### src/rtl/eirq_pkg.sv
package eirq_pkg;
  typedef enum logic [1:0] {
    SENSE_LOW  = 2'b00,
    SENSE_ANY  = 2'b01,
    SENSE_FALL = 2'b10,
    SENSE_RISE = 2'b11
  } sense_e;
endpackage

### src/rtl/eirq_sync.sv
module eirq_sync #(
  parameter int   STAGES  = 2,
  parameter logic RST_VAL = 1'b1
) (
  input  logic clk,
  input  logic rst,
  input  logic d,
  output logic q
);
  logic [STAGES-1:0] chain;

  always_ff @(posedge clk) begin
    if (rst) chain <= {STAGES{RST_VAL}};
    else     chain <= {chain[STAGES-2:0], d};
  end

  assign q = chain[STAGES-1];
endmodule

### src/rtl/eirq_chan.sv
module eirq_chan
  import eirq_pkg::*;
(
  input  logic   clk,
  input  logic   rst,
  input  logic   s_in,
  input  sense_e mode,
  input  logic   ack,
  input  logic   flag_clr,
  output logic   pend,
  output logic   raw
);
  logic   hist;
  sense_e mode_q;
  logic   rise, fall, hit, settled, set_pend;

  assign rise     = s_in & ~hist;
  assign fall     = ~s_in & hist;
  assign settled  = (mode == mode_q);

  always_comb begin
    case (mode)
      SENSE_ANY:  hit = rise | fall;
      SENSE_FALL: hit = fall;
      SENSE_RISE: hit = rise;
      default:    hit = 1'b0;
    endcase
  end

  assign set_pend = hit & settled;

  always_ff @(posedge clk) begin
    if (rst) begin
      hist   <= 1'b1;
      mode_q <= SENSE_LOW;
      pend   <= 1'b0;
    end else begin
      hist   <= s_in;
      mode_q <= mode;
      if (set_pend)            pend <= 1'b1;
      else if (ack | flag_clr) pend <= 1'b0;
    end
  end

  assign raw = pend | ((mode == SENSE_LOW) & ~s_in);

  AST_ANY_SETS: assert property (@(posedge clk) disable iff (rst)
    (mode == SENSE_ANY && $past(mode) == SENSE_ANY && s_in != $past(s_in)) |=> pend);
  AST_RISE_SETS: assert property (@(posedge clk) disable iff (rst)
    (mode == SENSE_RISE && $past(mode) == SENSE_RISE && $rose(s_in)) |=> pend);
  AST_LEVEL_NO_LATCH: assert property (@(posedge clk) disable iff (rst)
    (mode == SENSE_LOW && !pend) |=> !pend);
  AST_CLEAR_WORKS: assert property (@(posedge clk) disable iff (rst)
    ((ack || flag_clr) && s_in == $past(s_in)) |=> !pend);
  AST_MODE_SWITCH_QUIET: assert property (@(posedge clk) disable iff (rst)
    (mode != $past(mode) && !pend) |=> !pend);
endmodule

### src/rtl/eirq_regs.sv
module eirq_regs #(
  parameter int NUM_CH = 2,
  parameter int ADDR_W = 8,
  parameter int DATA_W = 8,
  parameter logic [ADDR_W-1:0] CTRL_ADDR = 'h69,
  parameter logic [ADDR_W-1:0] FLAG_ADDR = 'h3C,
  localparam int MODE_W = 2 * NUM_CH
) (
  input  logic              clk,
  input  logic              rst,
  input  logic              we,
  input  logic [ADDR_W-1:0] addr,
  input  logic [DATA_W-1:0] wdata,
  input  logic [NUM_CH-1:0] pend,
  output logic [DATA_W-1:0] rdata,
  output logic [MODE_W-1:0] mode,
  output logic [NUM_CH-1:0] flag_clr
);
  logic [MODE_W-1:0] ctrl_q;
  logic              hit_ctrl, hit_flag;

  assign hit_ctrl = (addr == CTRL_ADDR);
  assign hit_flag = (addr == FLAG_ADDR);

  always_ff @(posedge clk) begin
    if (rst) begin
      ctrl_q <= '0;
      rdata  <= '0;
    end else begin
      if (we && hit_ctrl) ctrl_q <= wdata[MODE_W-1:0];
      if (hit_ctrl)      rdata <= DATA_W'(ctrl_q);
      else if (hit_flag) rdata <= DATA_W'(pend);
      else               rdata <= '0;
    end
  end

  assign mode     = ctrl_q;
  assign flag_clr = (we && hit_flag) ? wdata[NUM_CH-1:0] : '0;

  generate
    if (MODE_W < DATA_W) begin : g_rsvd
      logic unused_wdata_hi;
      assign unused_wdata_hi = ^wdata[DATA_W-1:MODE_W];
      AST_RSVD_ZERO: assert property (@(posedge clk) disable iff (rst)
        rdata[DATA_W-1:MODE_W] == '0);
    end
  endgenerate

  AST_CTRL_HOLD: assert property (@(posedge clk) disable iff (rst)
    !(we && hit_ctrl) |=> ctrl_q == $past(ctrl_q));
  AST_OTHER_READ_ZERO: assert property (@(posedge clk) disable iff (rst)
    (!hit_ctrl && !hit_flag) |=> rdata == '0);
endmodule

### src/rtl/ext_irq_sense.sv
module ext_irq_sense
  import eirq_pkg::*;
#(
  parameter int NUM_CH      = 2,
  parameter int ADDR_W      = 8,
  parameter int DATA_W      = 8,
  parameter int SYNC_STAGES = 2,
  parameter logic [ADDR_W-1:0] CTRL_ADDR = 'h69,
  parameter logic [ADDR_W-1:0] FLAG_ADDR = 'h3C
) (
  input  logic              clk,
  input  logic              rst,
  input  logic              bus_we,
  input  logic [ADDR_W-1:0] bus_addr,
  input  logic [DATA_W-1:0] bus_wdata,
  output logic [DATA_W-1:0] bus_rdata,
  input  logic [NUM_CH-1:0] irq_pin,
  input  logic              irq_gie,
  input  logic [NUM_CH-1:0] irq_mask,
  input  logic [NUM_CH-1:0] irq_ack,
  output logic [NUM_CH-1:0] irq_req
);
  localparam int MODE_W = 2 * NUM_CH;

  logic [MODE_W-1:0] mode_bits;
  logic [NUM_CH-1:0] pend, raw, flag_clr, pin_s;

  eirq_regs #(
    .NUM_CH(NUM_CH), .ADDR_W(ADDR_W), .DATA_W(DATA_W),
    .CTRL_ADDR(CTRL_ADDR), .FLAG_ADDR(FLAG_ADDR)
  ) u_regs (
    .clk(clk), .rst(rst), .we(bus_we), .addr(bus_addr), .wdata(bus_wdata),
    .pend(pend), .rdata(bus_rdata), .mode(mode_bits), .flag_clr(flag_clr)
  );

  generate
    for (genvar i = 0; i < NUM_CH; i++) begin : g_ch
      eirq_sync #(.STAGES(SYNC_STAGES), .RST_VAL(1'b1)) u_sync (
        .clk(clk), .rst(rst), .d(irq_pin[i]), .q(pin_s[i])
      );
      eirq_chan u_chan (
        .clk(clk), .rst(rst), .s_in(pin_s[i]),
        .mode(sense_e'(mode_bits[2*i +: 2])),
        .ack(irq_ack[i]), .flag_clr(flag_clr[i]),
        .pend(pend[i]), .raw(raw[i])
      );
      AST_REQ_GATED: assert property (@(posedge clk) disable iff (rst)
        irq_req[i] |-> $past(irq_gie && irq_mask[i]));
    end
  endgenerate

  always_ff @(posedge clk) begin
    if (rst) irq_req <= '0;
    else     irq_req <= raw & irq_mask & {NUM_CH{irq_gie}};
  end

  AST_RESET_QUIET: assert property (@(posedge clk)
    $past(rst) |-> irq_req == '0);
endmodule

### config.mk
export PLATFORM = sky130hd
export DESIGN_NAME = ext_irq_sense
export DESIGN_NICKNAME = d
export VERILOG_FILES = /design/src/rtl/eirq_pkg.sv /design/src/rtl/eirq_sync.sv /design/src/rtl/eirq_chan.sv /design/src/rtl/eirq_regs.sv /design/src/rtl/ext_irq_sense.sv
export SDC_FILE = /design/constraint.sdc
export NUM_CORES = 1
export LEC_CHECK = 0
export BUFFER_PORTS_ARGS = -buffer_cell sky130_fd_sc_hd__buf_2
export CAP_MARGIN = 20
export CORE_ASPECT_RATIO = 0.9
export CORE_MARGIN = 3
export CORE_UTILIZATION = 51
export CTS_CLUSTER_SIZE = 28
export DETAILED_ROUTE_END_ITERATION = 7
export PLACE_DENSITY = 0.9
export RECOVER_POWER = 25
export SLEW_MARGIN = 10
export SYNTH_ARGS = -nofsm -noshare
export SYNTH_HDL_FRONTEND = slang
export SYNTH_HIERARCHICAL = 1
export SYNTH_SLANG_ARGS = --single-unit
### constraint.sdc
create_clock -name clk -period 2 [get_ports clk]
set_input_delay 0 -clock clk [delete_from_list [all_inputs] [get_ports clk]]
set_output_delay 0 -clock clk [all_outputs]
set_load 0.05 [all_outputs]
* After elaboration in Yosys (flattened, before gate mapping)
Cells that the tools add are included.
** Word-level totals
- Bits in registers :: 26
- Bits of input ports :: 26
** Cells by class
- Multiplexer cells :: 9
- Equal/unequal tests :: 10
- Bitwise logic cells :: 20
- Reductions and logical operators :: 7
** Operators with widths (number)
- AND 1 bit :: 8
- equality test 2 bit (second input constant) :: 4
- equality test 8 x 6 -> 1 bit (second input constant) :: 1
- equality test 8 x 7 -> 1 bit (second input constant) :: 1
- OR 1 bit :: 6
- one-hot mux 1 bit (3 select lines) :: 2
- AND 2 bit :: 2
- equality test 2 x 1 -> 1 bit (second input constant) :: 2
- equality test 2 bit :: 2
- zero test 2 bit :: 2
- 2-to-1 mux 1 bit :: 4
- 2-to-1 mux 2 bit :: 2
- 2-to-1 mux 4 bit :: 1
- inverter 1 bit :: 4
- nonzero test 2 bit :: 2
- logical AND 1 bit :: 2
- OR reduction 2 bit :: 1

* Longest topological paths before layout
- Depth after elaboration :: 6
- Gate-level depth with buffers :: 6

* Cells and area by module
The synthesis kept the hierarchy.
** Modules (own cells, without submodules)
- eirq_regs :: instances 1, cells an instance 43, area an instance 412.9 µm², sequential area each 160.2 µm²
- eirq_chan :: instances 2, cells an instance 20, area an instance 200.2 µm², sequential area each 80.1 µm²
- eirq_sync :: instances 2, cells an instance 4, area an instance 52.6 µm², sequential area each 40.0 µm²
- ext_irq_sense :: instances 1, cells an instance 4, area an instance 60.1 µm², sequential area each 40.0 µm²

* Worst setup path before layout
Ideal clock, no wire load.
- Kind :: register -> register
- Start :: register g_ch[0].u_sync.chain[1]
- End :: register g_ch[0].u_chan.pend
- Setup slack :: 880 ps
- Buffers on the path :: 0
- Cell stages (with the launch flop) :: 6
- Arrival :: 1053 ps
- Library setup time :: 67 ps
- Required time :: 1933 ps
- Clock period less this slack :: 1120 ps
- Path through :: dfxtp_1 inv_1 ha_1 nor4b_2 a21oi_1 o21ai_2
** Between the ends
- Word-level cells in the longest chain between the ends :: 6
** RTL lines
- from (decl) :: RTL line eirq_sync.sv:10 : logic [STAGES-1:0] chain;
- from (signal assigned) :: RTL line eirq_sync.sv:13 : if (rst) chain <= {STAGES{RST_VAL}};
- from (signal assigned) :: RTL line eirq_sync.sv:14 : else chain <= {chain[STAGES-2:0], d};
- inverter 1 bit :: RTL line eirq_chan.sv:18 : assign fall = ~s_in & hist;
- AND 1 bit :: RTL line eirq_chan.sv:18
- OR 1 bit :: RTL line eirq_chan.sv:23 : SENSE_ANY: hit = rise | fall;
- one-hot mux 1 bit (3 select lines) * :: RTL line eirq_chan.sv:22 : case (mode)
- AND 1 bit * :: RTL line eirq_chan.sv:30 : assign set_pend = hit & settled;
- 2-to-1 mux 1 bit or nonzero test 2 bit (tied branches)
- to (signal assigned) :: RTL line eirq_chan.sv:36 : pend <= 1'b0;
- to (signal assigned) :: RTL line eirq_chan.sv:40 : if (set_pend) pend <= 1'b1;
- to (signal assigned) :: RTL line eirq_chan.sv:41 : else if (ack | flag_clr) pend <= 1'b0;
- to (decl) :: RTL line eirq_chan.sv:10 : output logic pend,
Every way passes the cells marked *; elsewhere a longest branch is shown, timed or not.
A chain may end at the register's enable or synchronous reset.

* Worst setup path in the final report
- Start :: register u_regs.ctrl_q[1] (netlist: u_regs/mode[1])
- End :: register irq_req[0]
** Between the ends
- Word-level cells in the longest chain between the ends :: 5
** RTL lines
- from (decl) :: RTL line eirq_regs.sv:19 : logic [MODE_W-1:0] ctrl_q;
- from (signal assigned) :: RTL line eirq_regs.sv:30 : if (we && hit_ctrl) ctrl_q <= wdata[MODE_W-1:0];
- zero test 2 bit :: RTL line eirq_chan.sv:45 : assign raw = pend | ((mode == SENSE_LOW) & ~s_in);
- AND 1 bit :: RTL line eirq_chan.sv:45
- OR 1 bit :: RTL line eirq_chan.sv:45
- net raw[0] :: RTL line ext_irq_sense.sv:26 : logic [NUM_CH-1:0] pend, raw, flag_clr, pin_s;
- AND 2 bit (2 in series) :: RTL line ext_irq_sense.sv:54 : else irq_req <= raw & irq_mask & {NUM_CH{irq_gie}};
- to (signal assigned) :: RTL line ext_irq_sense.sv:54
- to (decl) :: RTL line ext_irq_sense.sv:21 : output logic [NUM_CH-1:0] irq_req
The timed path passes the listed nets, and every way through them passes these cells.

==> run_results.csv <==
group,metric,value,unit
outcome,status,"finished clean",
yosys,syn_inst,95,
yosys,netlist_area,978,sq um
finish,area_delta_synth_final,26.3,%
finish,n_antenna_cell,0,
yosys,ys_types,28,
yosys,yosysSeqAreaShare,0.450,
timing,setup_viol,0,
timing,fin_tns_setup,0,ns
finish,final.fill_count,140,
yosys,synth-seq-cells,22,
clocking,clockBufferDepth,2,
clocking,post_cts_buffers,0,
worst_setup_path,worstSetupPathType,"reg -> reg",
power,p_leak,0.575,nW
yosys,synthArstFlopShare,0,
clocking,clock_latency,0.30,ns
routing,post-route-drc-count,0,
yosys,yosys_warnings,6,
routing,drtIter0Drc,10,
worst_setup_path,cp_max_fo,5,
power,internal_power,555,uW
power,clkPwrFrac,0.268,
floorplan,fp.dieW,52.2,um
power,vdd_ir_drop_max,0.556,mV
run,maxCapViolCount,0,
worst_setup_path,end_kind,"flip-flop",
routing,drtAntennaViolNets,0,
power,switching_share,0.231,
timing,rsz0062_at_grt,"no",
worst_setup_path,critical_path_required,2.21,ns
floorplan,num_rows,14,
timing,period_share,0.794,
finish,nNetsFinal,165,
routing,vias_per_cell,4.86,
floorplan,die_h,47.6,um
clocking,cts_tree,"built",
place,port_buffers,27,
routing,avgRoutedWirePerCell,11.1,um
grt,grt_first_pass_wirelength,2700,um
power,combPwrFrac,0.113,
clocking,cts_made_buffers,3,
power,finalPower,721,uW
grt,grt_max_degree,25,
finish,instances_no_fill,157,
worst_setup_path,crit_path_start_kind,"flip-flop",
timing,finalHoldViolations,0,
finish,drive_gt1_frac,0.338,
routing,wl,1740,um
floorplan,ioPinCount,36,
yosys,synth.avg_cell_area,10.3,sq um
power,pwr-share-seq,0.619,
timing,max_freq,630,MHz
clocking,cts-root-buf,"clkbuf_4",
routing,drtPass1Iterations,4,
floorplan,coreArea,0.00173,sq mm
place,gp_congestion,0.690,
floorplan,dieArea,0.00248,sq mm
grt,grt-ovfl-total,0,
yosys,synth_edf_count,0,
clocking,cts-htree-levels,1,
finish,ff_latch_area,440,sq um
power,p_sw,166,uW
floorplan,initial_core_util,0.564,
place,place_inst,144,
timing,skew,0.00424,ns
clocking,cts.sinks,22,
timing,slew_viol_final,0,
clocking,clk_pin_slew,0.11,ns
min_path,hp-class,"in -> reg",
timing,period_minus_slack,1.59,ns
yosys,yosys_most_used_dff,"dfxtp_1",
grt,track_usage,0.153,
grt,antenna_found_initial,0,
grt,grt_pass1_vias,671,
place,post-dp-hpwl,1260,um
routing,vias,763,
power,powerDensity,583,mW/mm^2
worst_setup_path,arrival,1.79,ns
finish,multi_input_area,485,sq um
registers in the layout, indices dropped and copies added, names as in the netlist:
signal / flops
g_ch.u_sync/chain: 4
g_ch.u_chan/hist: 2
u_regs/mode: 4
g_ch.u_chan/mode_q: 4
g_ch.u_chan/pend: 2
irq_req: 2
u_regs/rdata: 4
cells in the final DEF (no fill, tap or decap), types with 3 or more instances in the layout:
cell / instances
or2_1: 4
inv_1: 6
nor2b_1: 3
nor2_1: 4
nand2b_1: 9
clkbuf_4: 3
mux2i_1: 4
or2_2: 4
ha_1: 4
conb_1: 4
dfxtp_1: 22
buf_2: 27
dlygate4sd3_1: 10
final cells by class:
class                           count  area share
Tap cell                           24      0.0243
Clock buffer                        3      0.0182
Sequential cell                    22       0.356
Multi-Input combinational cell     65       0.393
Inverter                            6      0.0182
Timing Repair Buffer               37       0.190
kinds of logic after synthesis:
kind of cell | Yosys count | share of synthesized area
other | 1 | 0.00383
DFF | 22 | 0.450
and+or+nand+nor | 45 | 0.332
AOI/OAI and AO/OA | 8 | 0.0563
adders and majority gates | 4 | 0.0512
muxes | 4 | 0.0409
buffers and inverters | 11 | 0.0652
timing repair:
item / 4_1_cts / 5_1_grt
hold buffers: 10 / 0
endpoints found under the hold margin: 8 / 0
resized for setup: 0 / 0
setup endpoints to repair: 0 / 0
through the flow:
step / hold WS (ns) / setup slack [ns] / util / area, sq um
after global placement: 0.179 / 0.813 / 0.642 / 1110
final: 0.0478 / 0.412 / 0.713 / 1240
after CTS: 0.0200 / 0.409 / 0.713 / 1240
after global routing: 0.0631 / 0.326 / 0.713 / 1240
after floorplan: 0.0834 / 0.880 / - / 990
after detailed placement: 0.184 / 0.777 / 0.642 / 1110
synth_stat cells (all sizes together), types with 3 or more instances:
cell | n | area share
nand2b | 9 | 0.058
nor2 | 4 | 0.015
and3 | 3 | 0.022
dfxtp | 22 | 0.45
or2 | 8 | 0.051
nor2b | 3 | 0.019
nor4b | 4 | 0.049
ha | 4 | 0.051
mux2i | 4 | 0.041
inv | 6 | 0.023
and4bb | 3 | 0.042
buf | 5 | 0.042
critical path, stage by stage (launching register included):
cell,delay [ns]
dfxtp_1,0.43
nor3_1,0.07
or2_2,0.27
and4b_1,0.18
dlygate4sd3_1,0.54
metal layers:
metal	global-route usage	part of all wire	vias up
met5	0	0	-
met4	0.0765	0.014	0
met3	0.0561	0.11	4
met2	0.266	0.42	33
met1	0.169	0.46	331
li1	-	-	395
power by group through the flow:
stage,sequential (mW),clock (mW),combinational [mW]
after floorplan,0.457,0,0.0448
after global placement,0.456,0,0.0671
after detailed placement,0.456,0,0.0694
after CTS,0.446,0.205,0.0818
after global routing,0.447,0.218,0.0901
final,0.446,0.193,0.0815
path summary, 6_finish.rpt:
| path | from | end | slack (ns) | cells after the start |
|---|---|---|---|---|
| worst min-delay path | irq_ack[0] | g_ch[0].u_chan/pend$_SDFFE_PP0P_ | 0.05 | 4 |
| worst max-delay path | u_regs/mode[1]$_SDFFE_PP0P_ | irq_req[0]$_SDFF_PP0_ | 0.41 | 4 |
| worst max register to register | u_regs/mode[1]$_SDFFE_PP0P_ | irq_req[0]$_SDFF_PP0_ | 0.41 | 4 |
| worst min register to register | g_ch[1].u_sync/chain[0]$_SDFF_PP1_ | g_ch[1].u_sync/chain[1]$_SDFF_PP1_ | 0.42 | 1 |
Power figures use the tool's default switching activity.
